`config.mk`:
```
export PLATFORM = sky130hd
export DESIGN_NAME = occ_filter_counter
export DESIGN_NICKNAME = d
export VERILOG_FILES = /design/src/rtl/occ_pmon_pkg.sv /design/src/rtl/occ_ctrl_reg.sv /design/src/rtl/occ_event_filter.sv /design/src/rtl/occ_count_reg.sv /design/src/rtl/occ_filter_counter.sv
export SDC_FILE = /design/constraint.sdc
export NUM_CORES = 1
export LEC_CHECK = 0
export ABC_AREA = 0
export BUFFER_PORTS_ARGS = -buffer_cell sky130_fd_sc_hd__buf_2
export CAP_MARGIN = 20
export CORE_MARGIN = 4
export CORE_UTILIZATION = 48
export DETAILED_ROUTE_END_ITERATION = 7
export PLACE_DENSITY = 0.85
export SYNTH_ARGS = -nofsm -noshare
export SYNTH_HDL_FRONTEND = slang
export SYNTH_SLANG_ARGS = --single-unit
```
`constraint.sdc`:
```
create_clock -name clk -period 2.78 [get_ports clk]
set_clock_uncertainty 0.05 [all_clocks]
set_input_delay 0.695 -clock clk [delete_from_list [all_inputs] [get_ports clk]]
set_output_delay 0.695 -clock clk [all_outputs]
set_load 0.01 [all_outputs]
```
`src/rtl/occ_pmon_pkg.sv`:
```
package occ_pmon_pkg;

    localparam int THR_W       = 5;
    localparam int EVSEL_W     = 8;
    localparam int CTL_W       = 32;
    localparam int EDGE_BIT    = 31;
    localparam int INV_BIT     = 30;
    localparam int RSV_BIT     = 29;
    localparam int THR_LSB     = 24;
    localparam int CLR_BIT     = 17;
    localparam int OCC_SEL_BIT = 7;

    typedef enum logic {
        SEL_CTL = 1'b0,
        SEL_CNT = 1'b1
    } reg_sel_e;

    typedef struct packed {
        logic               edge_en;
        logic               inv_en;
        logic [THR_W-1:0]   thr;
        logic [EVSEL_W-1:0] evsel;
    } ctl_t;

endpackage

```
`src/rtl/occ_ctrl_reg.sv`:
```
module occ_ctrl_reg
    import occ_pmon_pkg::*;
#(
    parameter int DATA_W = 64
) (
    input  logic              clk,
    input  logic              rst_n,
    input  logic              wr_en,
    input  logic              wr_sel,
    input  logic [DATA_W-1:0] wr_data,
    output ctl_t              ctl,
    output logic              clr_pulse,
    output logic [DATA_W-1:0] ctl_word
);

    typedef struct packed {
        ctl_t ctl;
    } state_t;

    state_t st_d, st_q;
    logic   ctl_wr;
    logic   unused_wr;

    assign ctl_wr    = wr_en && (reg_sel_e'(wr_sel) == SEL_CTL);
    assign unused_wr = ^{wr_data[DATA_W-1:CTL_W], wr_data[RSV_BIT],
                         wr_data[THR_LSB-1:CLR_BIT+1], wr_data[CLR_BIT-1:EVSEL_W]};

    always_comb begin
        st_d = st_q;
        if (ctl_wr) begin
            st_d.ctl.edge_en = wr_data[EDGE_BIT];
            st_d.ctl.inv_en  = wr_data[INV_BIT];
            st_d.ctl.thr     = wr_data[THR_LSB +: THR_W];
            st_d.ctl.evsel   = wr_data[EVSEL_W-1:0];
        end
    end

    always_ff @(posedge clk) begin
        if (!rst_n) st_q <= '0;
        else        st_q <= st_d;
    end

    assign ctl       = st_q.ctl;
    assign clr_pulse = ctl_wr && wr_data[CLR_BIT];

    always_comb begin
        ctl_word                        = '0;
        ctl_word[EDGE_BIT]              = st_q.ctl.edge_en;
        ctl_word[INV_BIT]               = st_q.ctl.inv_en;
        ctl_word[THR_LSB +: THR_W]      = st_q.ctl.thr;
        ctl_word[EVSEL_W-1:0]           = st_q.ctl.evsel;
    end

    // control fields change only on a control write
    a_r12_ctl_hold: assert property (@(posedge clk) disable iff (!rst_n)
        !ctl_wr |=> $stable(st_q.ctl));

    // a control write is reflected in the stored fields
    a_r2_ctl_load: assert property (@(posedge clk) disable iff (!rst_n)
        ctl_wr |=> st_q.ctl.thr == $past(wr_data[THR_LSB +: THR_W]));

endmodule

```
`src/rtl/occ_event_filter.sv`:
```
module occ_event_filter
    import occ_pmon_pkg::*;
#(
    parameter int OCC_W = 5
) (
    input  logic             clk,
    input  logic             rst_n,
    input  ctl_t             ctl,
    input  logic [OCC_W-1:0] occ_inc,
    input  logic             evt_in,
    output logic             hit
);

    localparam int CMP_W = (OCC_W > THR_W) ? OCC_W : THR_W;

    typedef struct packed {
        logic hist;
    } state_t;

    state_t            st_d, st_q;
    logic [CMP_W-1:0]  occ_ext;
    logic [CMP_W-1:0]  thr_ext;
    logic              ge_thr;
    logic              cond;
    logic              occ_mode;

    assign occ_ext  = CMP_W'(occ_inc);
    assign thr_ext  = CMP_W'(ctl.thr);
    assign occ_mode = ctl.evsel[OCC_SEL_BIT];

    always_comb begin
        ge_thr    = (occ_ext >= thr_ext);
        cond      = ge_thr ^ ctl.inv_en;
        st_d.hist = cond;
        if (!occ_mode)         hit = evt_in;
        else if (ctl.edge_en)  hit = cond && !st_q.hist;
        else                   hit = cond;
    end

    always_ff @(posedge clk) begin
        if (!rst_n) st_q <= '0;
        else        st_q <= st_d;
    end

    // in transition mode a hit cannot repeat while the configuration holds
    a_r6_edge_once: assert property (@(posedge clk) disable iff (!rst_n)
        (occ_mode && ctl.edge_en && hit) |=> (!hit || !$stable(ctl)));

    // ordinary event mode ignores the occupancy input
    a_r3_plain_evt: assert property (@(posedge clk) disable iff (!rst_n)
        (!occ_mode && !evt_in) |-> !hit);

endmodule

```
`src/rtl/occ_count_reg.sv`:
```
module occ_count_reg #(
    parameter int CNT_W = 48
) (
    input  logic             clk,
    input  logic             rst_n,
    input  logic             inc,
    input  logic             clr,
    input  logic             ld,
    input  logic [CNT_W-1:0] ld_data,
    output logic [CNT_W-1:0] cnt
);

    localparam logic [CNT_W-1:0] CNT_MAX = '1;

    typedef struct packed {
        logic [CNT_W-1:0] cnt;
    } state_t;

    state_t st_d, st_q;

    always_comb begin
        st_d = st_q;
        if (ld)        st_d.cnt = ld_data;
        else if (clr)  st_d.cnt = '0;
        else if (inc)  st_d.cnt = st_q.cnt + CNT_W'(1);
    end

    always_ff @(posedge clk) begin
        if (!rst_n) st_q <= '0;
        else        st_q <= st_d;
    end

    assign cnt = st_q.cnt;

    // wrap from all ones to zero
    a_r11_wrap: assert property (@(posedge clk) disable iff (!rst_n)
        (st_q.cnt == CNT_MAX && inc && !ld && !clr) |=> st_q.cnt == '0);

    // clear empties the counter
    a_r9_clear: assert property (@(posedge clk) disable iff (!rst_n)
        (clr && !ld) |=> st_q.cnt == '0);

    // load wins over everything
    a_r10_load: assert property (@(posedge clk) disable iff (!rst_n)
        ld |=> st_q.cnt == $past(ld_data));

    // without load or clear the counter steps by at most one
    a_r4_step: assert property (@(posedge clk) disable iff (!rst_n)
        (!ld && !clr) |=> (st_q.cnt == $past(st_q.cnt) ||
                           st_q.cnt == $past(st_q.cnt) + CNT_W'(1)));

endmodule

```
`src/rtl/occ_filter_counter.sv`:
```
module occ_filter_counter
    import occ_pmon_pkg::*;
#(
    parameter int OCC_W  = 5,
    parameter int CNT_W  = 48,
    parameter int DATA_W = 64
) (
    input  logic              clk,
    input  logic              rst_n,
    input  logic [OCC_W-1:0]  occ_inc,
    input  logic              evt_in,
    input  logic              wr_en,
    input  logic              wr_sel,
    input  logic [DATA_W-1:0] wr_data,
    input  logic              rd_sel,
    output logic [DATA_W-1:0] rd_data
);

    ctl_t              ctl;
    logic              clr_pulse;
    logic [DATA_W-1:0] ctl_word;
    logic              hit;
    logic              cnt_ld;
    logic [CNT_W-1:0]  cnt;

    assign cnt_ld = wr_en && (reg_sel_e'(wr_sel) == SEL_CNT);

    occ_ctrl_reg #(.DATA_W(DATA_W)) u_ctrl (
        .clk       (clk),
        .rst_n     (rst_n),
        .wr_en     (wr_en),
        .wr_sel    (wr_sel),
        .wr_data   (wr_data),
        .ctl       (ctl),
        .clr_pulse (clr_pulse),
        .ctl_word  (ctl_word)
    );

    occ_event_filter #(.OCC_W(OCC_W)) u_filt (
        .clk     (clk),
        .rst_n   (rst_n),
        .ctl     (ctl),
        .occ_inc (occ_inc),
        .evt_in  (evt_in),
        .hit     (hit)
    );

    occ_count_reg #(.CNT_W(CNT_W)) u_cnt (
        .clk     (clk),
        .rst_n   (rst_n),
        .inc     (hit),
        .clr     (clr_pulse),
        .ld      (cnt_ld),
        .ld_data (wr_data[CNT_W-1:0]),
        .cnt     (cnt)
    );

    always_comb begin
        rd_data = '0;
        if (reg_sel_e'(rd_sel) == SEL_CNT) rd_data[CNT_W-1:0] = cnt;
        else                               rd_data = ctl_word;
    end

endmodule

```
## Yosys cells after proc, flatten, opt, wreduce, memory -nomap -nowiden

Index checks and enable logic that the tools add are counted.

- Flip-flop bits (word level): 64
- Bits of input ports: 75
- Output and inout port bits: 64
- Word-level logic and storage cells: 22

- Add/sub/neg operators: 1
- Magnitude comparators: 1
- Multiplexer cells: 6
- Bitwise operators: 2
- Reductions and logical operators: 6

Operators by type and width:

| operator | count |
|---|---|
| 48-bit 2-to-1 mux | 4 |
| 48-bit by 1-bit adder with 48-bit output, second input constant | 1 |
| 5-bit >= comparator | 1 |
| 1-bit logical AND | 4 |
| 3-bit nonzero test | 1 |
| 1-bit 2-to-1 mux | 2 |
| 1-bit logical NOT | 1 |
| 1-bit inverter | 1 |
| 1-bit XOR | 1 |

## Logic depth before layout (Yosys ltp)

Gate-level depths: netlist of the first run.

- Depth in word-level cells: 8
- Mapped depth: 10
- Depth with buffers taken out: 7

## By module

From an unflattened synthesis of the first run, not the netlist that was laid out.

- Cells, all modules: 650
- Area total of the unflattened synthesis: 5,293.8 sq um

Modules (own cells, without submodules):

| module | times used | cells each | area an instance (sq um) | sequential area each (sq um) |
|---|---|---|---|---|
| occ_count_reg | 1 | 422 | 3,125.5 | 960.9 |
| occ_ctrl_reg | 1 | 132 | 1,114.8 | 300.3 |
| occ_filter_counter | 1 | 72 | 884.6 | 0.0 |
| occ_event_filter | 1 | 24 | 168.9 | 20.0 |

## Least setup slack after synthesis of the first run

OpenSTA, ideal clock, no wires.

- Kind: input to register
- Start point: input port occ_inc[4]
- End point: register u_cnt.st_q, in the netlist u_cnt.cnt[29]
- Library setup time: 142 ps
- Arrival: 2,532 ps
- Data required time: 2,588 ps
- Setup slack: 57 ps
- Cell stages on the path: 8
- Path buffers: 2
- Path through: ha_1 -> clkbuf_1 -> a21o_1 -> and4b_1 -> a41o_1 -> clkbuf_1 -> o31ai_2 -> o22ai_1

- Word-level cells in the longest chain between the ends: 6

RTL lines:

| element | RTL line | RTL |
|---|---|---|
| start: declaration | occ_filter_counter.sv:10 | `input logic [OCC_W-1:0] occ_inc,` |
| 5-bit >= comparator * | occ_event_filter.sv:32 | `ge_thr = (occ_ext >= thr_ext);` |
| 1-bit XOR * | occ_event_filter.sv:33 | `cond = ge_thr ^ ctl.inv_en;` |
| 1-bit logical AND | occ_event_filter.sv:36 | `else if (ctl.edge_en) hit = cond && !st_q.hist;` |
| 1-bit 2-to-1 mux * | occ_event_filter.sv:36 |  |
| 1-bit 2-to-1 mux * | occ_event_filter.sv:35 | `if (!occ_mode) hit = evt_in;` |
| 3-bit nonzero test (no line) * | - |  |
| end signal: assignment | occ_count_reg.sv:30 | `else st_q <= st_d;` |
| end: declaration | occ_count_reg.sv:19 | `state_t st_d, st_q;` |

Every way passes the cells marked *; elsewhere a longest branch is shown, timed or not.
A chain may end at the register's enable or synchronous reset.

## Worst setup path in the final report of the first run

- Start point: register u_cnt.st_q, in the netlist u_cnt.cnt[4]
- End point: register u_cnt.st_q, in the netlist u_cnt.cnt[36]

- Word-level cells in the longest chain between the ends: 4

RTL lines:

| element | RTL line | RTL |
|---|---|---|
| 48-bit by 1-bit adder with 48-bit output | occ_count_reg.sv:25 | `else if (inc) st_d.cnt = st_q.cnt + CNT_W'(1);` |
| 48-bit 2-to-1 mux | occ_count_reg.sv:25 |  |
| 48-bit 2-to-1 mux | occ_count_reg.sv:24 | `else if (clr) st_d.cnt = '0;` |
| 48-bit 2-to-1 mux | occ_count_reg.sv:23 | `if (ld) st_d.cnt = ld_data;` |

No other way between the ends. The select of a mux whose other input is x is not followed.

==> run_results.csv, run 1 <==
group,metric,value,unit
outcome,status,"finished, final reports clean",
synthesis,yosysUniqueCellTypes,61,
setup_path,critPathKind,"reg2reg",
timing,finalHoldViolCount,0,
routing,avgRoutedWirePerCell,19.5,µm
global_route,grt_antenna_before_repair,0,
floorplanning,io_pins,139,
routing,drtAntennaViolNets,0,
clocking,cts.sinks,64,
floorplanning,die_x,108,µm
synthesis,synth_area,4840,µm²
floorplanning,coreArea,9820,µm²
min_path,hp-class,"reg2reg",
clocking,clk_pin_slew_worst_paths,0.08,ns
timing,setup_viol,0,
global_route,grt_overflow,0,
synthesis,yosysTopAreaCell,"dfxtp_1",
clocking,hold_buffers,0,
min_path,holdCritStartpoint,"u_ctrl.ctl[3]",
synthesis,synth.area.top_cells,"dfxtp_1 26%, nand2_1 7.8%, and2_1 5.2%",
routing,wirelength,17.4,mm
setup_path,arrival,2.81,ns
power_and_ir_drop,report.power.total,2.47,mW
placed_design,dp_hpwl,11.8,mm
synthesis,avgSynthCellArea,7.38,µm²
timing,period_minus_slack,2.61,ns
floorplanning,std_cell_rows,36,
finish,multiInputGateArea,3240,µm²
setup_path,start_kind,"register",
timing,worstMarginPinSlew,0.882,ns
clocking,cts_buffer_depth,2,
timing,report.final.slew_viol_count,0,
global_route,grt_pass1_vias,5684,
clocking,clk-insertion-delay-late,0.36,ns
routing,firstDrtPassIters,8,
synthesis,async_flop_share,0,%
clocking,cts_tree,"yes",
setup_path,worstPathMaxFanout,10,
global_route,grt_util_all_layers,28.8,%
setup_path,required,2.99,ns
floorplanning,die_y,108,µm
finish,final_common_cell,"buf_2",
synthesis,yosysSeqAreaShare,26.5,%
floorplanning,dieArea,11800,µm²
routing,routed-via-count,5987,
clocking,cts_setup_buffers,0,
synthesis,synth_edf_count,0,
synthesis,yosys_warnings,0,
power_and_ir_drop,ir_drop,287,µV
timing,grt_setup_unrepaired,"no",
setup_path,timing.rr.start,"u_cnt.cnt[4]",
timing,post-route-period-util,93.8,%
global_route,grt_max_degree,49,
finish,diodes,0,
finish,final_nets,836,
finish,layout_common_cells,"106 x buf_2, 101 x nand2_1, 64 x dfxtp_1, 40 x and2_1, 39 x buf_4",
synthesis,ys_seq_elements,64,
clocking,h-tree-depth,3,
placed_design,port_buffers,106,
routing,drc,0,
power_and_ir_drop,cellPowerDensity,422,nW/µm²
timing,slew_headroom,40.8,%
synthesis,syn_inst,656,
timing,fmax,0.384,GHz
global_route,grt_first_pass_wirelength,27.5,mm
job,cap_violations,0,
finish,drive_gt1_share,24.7,%
synthesis,synth_ff_type,"dfxtp_1",
floorplanning,initial_core_util,49.3,%
clocking,cts_resized,0,
clocking,numCtsBuffers,9,
finish,seqCellArea,1280,µm²
finish,fin_area,5850,µm²
placed_design,gp_congestion,0.969,
finish,syn2layout_area_growth,20.8,%
setup_path,worst_setup_path_end_kind,"register",
routing,drtIter0Drc,516,
routing,via_per_inst,6.70,
setup_path,crit_start,"u_cnt.cnt[4]",
clocking,root_buffer,"clkbuf_8",
synthesis,yosysTopAreaCellShare,26.5,%
power_and_ir_drop,leakage,2.23,nW
placed_design,placed_cell_area,5630,µm²
finish,fill_cells,908,
synth_stat cells, types with 11 or more instances:
| cell | n |
|---|---|
| clkbuf_1 | 54 |
| nand4_1 | 31 |
| o32ai_1 | 22 |
| inv_1 | 13 |
| a21oi_1 | 33 |
| a22oi_1 | 13 |
| nand3_1 | 21 |
| and2_1 | 40 |
| nor3_1 | 17 |
| mux2_2 | 11 |
| a31oi_1 | 27 |
| nand2_1 | 101 |
| a32oi_1 | 27 |
| nor4_1 | 24 |
| dfxtp_1 | 64 |
| o21ai_0 | 12 |
| nor2_1 | 21 |
| buf_4 | 16 |
area by class of cell:
type / count / area share [%]
Timing Repair Buffer: 148 / 15.1
Clock inverter: 6 / 1.41
Sequential cell: 64 / 21.9
Inverter: 14 / 0.899
Multi-Input combinational cell: 518 / 55.5
Tap cell: 133 / 2.85
Clock buffer: 10 / 2.35
flip-flops by register name, indices dropped and copies added (netlist names):
name         flops
u_cnt.cnt       48
u_ctrl.ctl      15
u_filt.st_q      1
metrics by stage:
| stage | worst slack [ns] | setup TNS [ns] | util [%] | hold slack [ns] | std cells |
|---|---|---|---|---|---|
| final | 0.174 | 0 | 59.6 | 0.405 | 893 |
| after global routing | 0.119 | 0 | 59.6 | 0.427 | 893 |
| after CTS | 0.150 | 0 | 59.6 | 0.408 | 893 |
| after detailed placement | -0.150 | -2.22 | 57.3 | 0.397 | 877 |
| after global placement | -0.0157 | -0.0881 | 57.3 | 0.390 | 877 |
| after floorplan | 0.0567 | 0 | - | 0.384 | 671 |
critical path, stage by stage, from the launching register on:
cell and delay (ns):
dfxtp_1 0.48, nand4_2 0.18, or4_1 0.79, nor3_4 0.56
a22oi_1 0.15, o32ai_1 0.29
final timing paths:
path,endpoint,slack [ns],cells after the start
max,u_cnt.cnt[36],0.17,5
min,u_ctrl.ctl[3],0.40,2
max reg2reg,u_cnt.cnt[36],0.17,5
min reg2reg,u_ctrl.ctl[3],0.40,2
per-layer routing:
metal  up-vias  part of all wire [%]  GRT usage [%]
met1      2730                    37           36.1
met5         -                     0              0
met2       488                    47           47.2
met4         0                   3.7           14.9
li1       2683                     -              -
met3        86                    12           5.01
kinds of logic (layout without fill, tap and decap cells):
| logic type | count (synthesis) | count (layout) | synth area share (%) |
|---|---|---|---|
| simple gates | 289 | 289 | 31.5 |
| compound gates | 190 | 190 | 28.5 |
| buf+inv | 89 | 178 | 8.22 |
| flops | 64 | 64 | 26.5 |
| mux | 12 | 12 | 2.76 |
| fa+ha+maj | 6 | 6 | 1.55 |
| xor+xnor | 5 | 5 | 0.904 |
| other cells | 1 | 16 | 0.0774 |
power by group:
group / total (mW) / internal, mW / switching (mW)
clock: 0.925 / 0.525 / 0.400
combinational: 0.503 / 0.207 / 0.296
sequential: 1.04 / 0.969 / 0.0737
total: 2.47 / 1.70 / 0.770
Note: power is estimated with default switching activity, not from simulation.
==> inputs of run 2 (changes only) <==
==> constraint.sdc (replaced) <==
create_clock -name clk -period 2.78 [get_ports clk]
set_clock_uncertainty 0.05 [all_clocks]
set_input_delay 0.556 -clock clk [delete_from_list [all_inputs] [get_ports clk]]
set_output_delay 0.556 -clock clk [all_outputs]
set_load 0.01 [all_outputs]
==> run 2 against run 1 <==
  * Clock power grew 6.3%
  * Combinational power shrank 2%
  * Worst hold slack lost 0.021 ns
  * Via count shrank 0.35%
  * Critical path type unchanged
  * Largest power group unchanged
==> run_results.csv, run 2 (synthesis results as in run 1) <==
group,metric,value,unit
clocking,clk_pin_slew_worst_paths,0.08,ns
timing,slew_headroom,36.3,%
routing,avgRoutedWirePerCell,19.7,µm
clocking,cts.sinks,64,
setup_path,path_cells,"inv_1, ha_1, nand2_1, o21ai_0, a31o_2, nand3_1, o221a_2",
routing,firstDrtPassIters,5,
clocking,h-tree-depth,3,
clocking,clk-insertion-delay-late,0.37,ns
setup_path,crit_family,"compound AO/OA/AOI/OAI gates",
power_and_ir_drop,report.power.total,2.52,mW
setup_path,worst_setup_path_end_kind,"register",
finish,final_nets,831,
clocking,cts_tree,"yes",
setup_path,crit_slowest_cell,"o21ai_0",
timing,report.final.slew_viol_count,0,
placed_design,gp_congestion,0.953,
floorplanning,io_pins,139,
finish,syn2layout_area_growth,20.3,%
setup_path,required,3.00,ns
global_route,grt_max_degree,49,
setup_path,cp_slowest_stage_delay,0.52,ns
floorplanning,die_x,108,µm
finish,final_common_cell,"buf_2",
finish,drive_gt1_share,24.0,%
job,cap_violations,0,
timing,finalHoldViolCount,0,
floorplanning,die_y,108,µm
global_route,grt_first_pass_wirelength,27.6,mm
global_route,grt_overflow,0,
clocking,numCtsBuffers,9,
timing,setup_viol,0,
timing,whs,0.384,ns
routing,drtAntennaViolNets,0,
finish,fin_area,5820,µm²
floorplanning,std_cell_rows,36,
timing,fmax,0.384,GHz
setup_path,critPathBufInv,1,
timing,post-route-period-util,93.7,%
routing,wirelength,17.5,mm
clocking,hold_buffers,0,
routing,drc,0,
clocking,root_buffer,"clkbuf_8",
finish,post-route-util,59.3,%
placed_design,dp_hpwl,11.9,mm
clocking,cts_setup_buffers,0,
outcome,status,"finished, final reports clean",
power_and_ir_drop,leakage,2.20,nW
setup_path,arrival,2.82,ns
power_and_ir_drop,cellPowerDensity,433,nW/µm²
placed_design,placed_cell_area,5590,µm²
clocking,cts_resized,0,
timing,worstMarginPinSlew,0.955,ns
global_route,grt_util_all_layers,29.1,%
setup_path,reg2reg_setup_slack,0.17,ns
global_route,grt_pass1_vias,5638,
finish,largest_reg_flops,48,
global_route,grt_antenna_before_repair,0,
power_and_ir_drop,ir_drop,237,µV
routing,drtIter0Drc,621,
timing,period_minus_slack,2.61,ns
setup_path,worstPathMaxFanout,10,
routing,routed-via-count,5966,
floorplanning,coreArea,9820,µm²
finish,layout_common_cells,"106 x buf_2, 101 x nand2_1, 64 x dfxtp_1, 40 x and2_1, 34 x buf_4",
timing,grt_setup_unrepaired,"no",
floorplanning,dieArea,11800,µm²
routing,via_per_inst,6.72,
setup_path,start_kind,"register",
min_path,hp-class,"in2reg",
finish,diodes,0,
floorplanning,initial_core_util,49.3,%
setup_path,critPathKind,"reg2reg",
clocking,cts_buffer_depth,2,
placed_design,port_buffers,106,
## run 2: cell types whose count changed in the layout (fill, tap and decap cells not counted), sizes merged
cell      change
clkinvlp      -1
clkinv        -3
clkbuf        +4
buf           -5
## run 2: worst reg2reg max path, delay by kind of cell (launching register included)
| family | cells | cell delay, ns |
|---|---|---|
| AO/OA/AOI/OAI | 3 | 1.29 |
| AND/OR/NAND/NOR | 2 | 0.47 |
| flip-flops | 1 | 0.35 |
| adder cells (fa/ha/maj) | 1 | 0.29 |
| buffers and inverters | 1 | 0.06 |
## run 2: through the flow
stage,worst slack (ns),std cells,TNS [ns]
2_1_floorplan,0.196,671,0
3_3_place_gp,0.0363,872,0
3_5_place_dp,-0.0232,872,-0.0232
4_1_cts,0.243,888,0
5_1_grt,0.0358,888,0
6_report,0.175,888,0
## run 2: per-layer routing
metal  wire length [µm]  GRT usage [%]  vias to the layer above
met2               8280           47.7                      441
met4                640           14.7                        0
li1                   -              -                     2689
met3               1890           5.43                       80
met5                  0              0                        -
met1               6640           36.4                     2756
## run 2: area by class of cell
type	instances	area (µm²)
Tap cell	133	166
Inverter	14	52.6
Clock inverter	2	60.1
Clock buffer	14	173
Sequential cell	64	1280
Multi-Input combinational cell	518	3240
Fill cell	960	4000
Timing Repair Buffer	143	846
## run 2: final timing paths
kind,start,end,cells after the start
max,u_ctrl.ctl[10],u_cnt.cnt[35],7
max reg2reg,u_ctrl.ctl[10],u_cnt.cnt[35],7
min,wr_data[1],u_ctrl.ctl[1],3
min reg2reg,u_ctrl.ctl[1],u_ctrl.ctl[1],2
## run 2: report_power, final
group / switching, mW / leakage (nW) / internal (mW) / total, mW
Sequential: 0.0742 / 0.523 / 0.969 / 1.04
Combinational: 0.292 / 1.56 / 0.202 / 0.494
Clock: 0.403 / 0.117 / 0.580 / 0.983
Total: 0.769 / 2.20 / 1.75 / 2.52
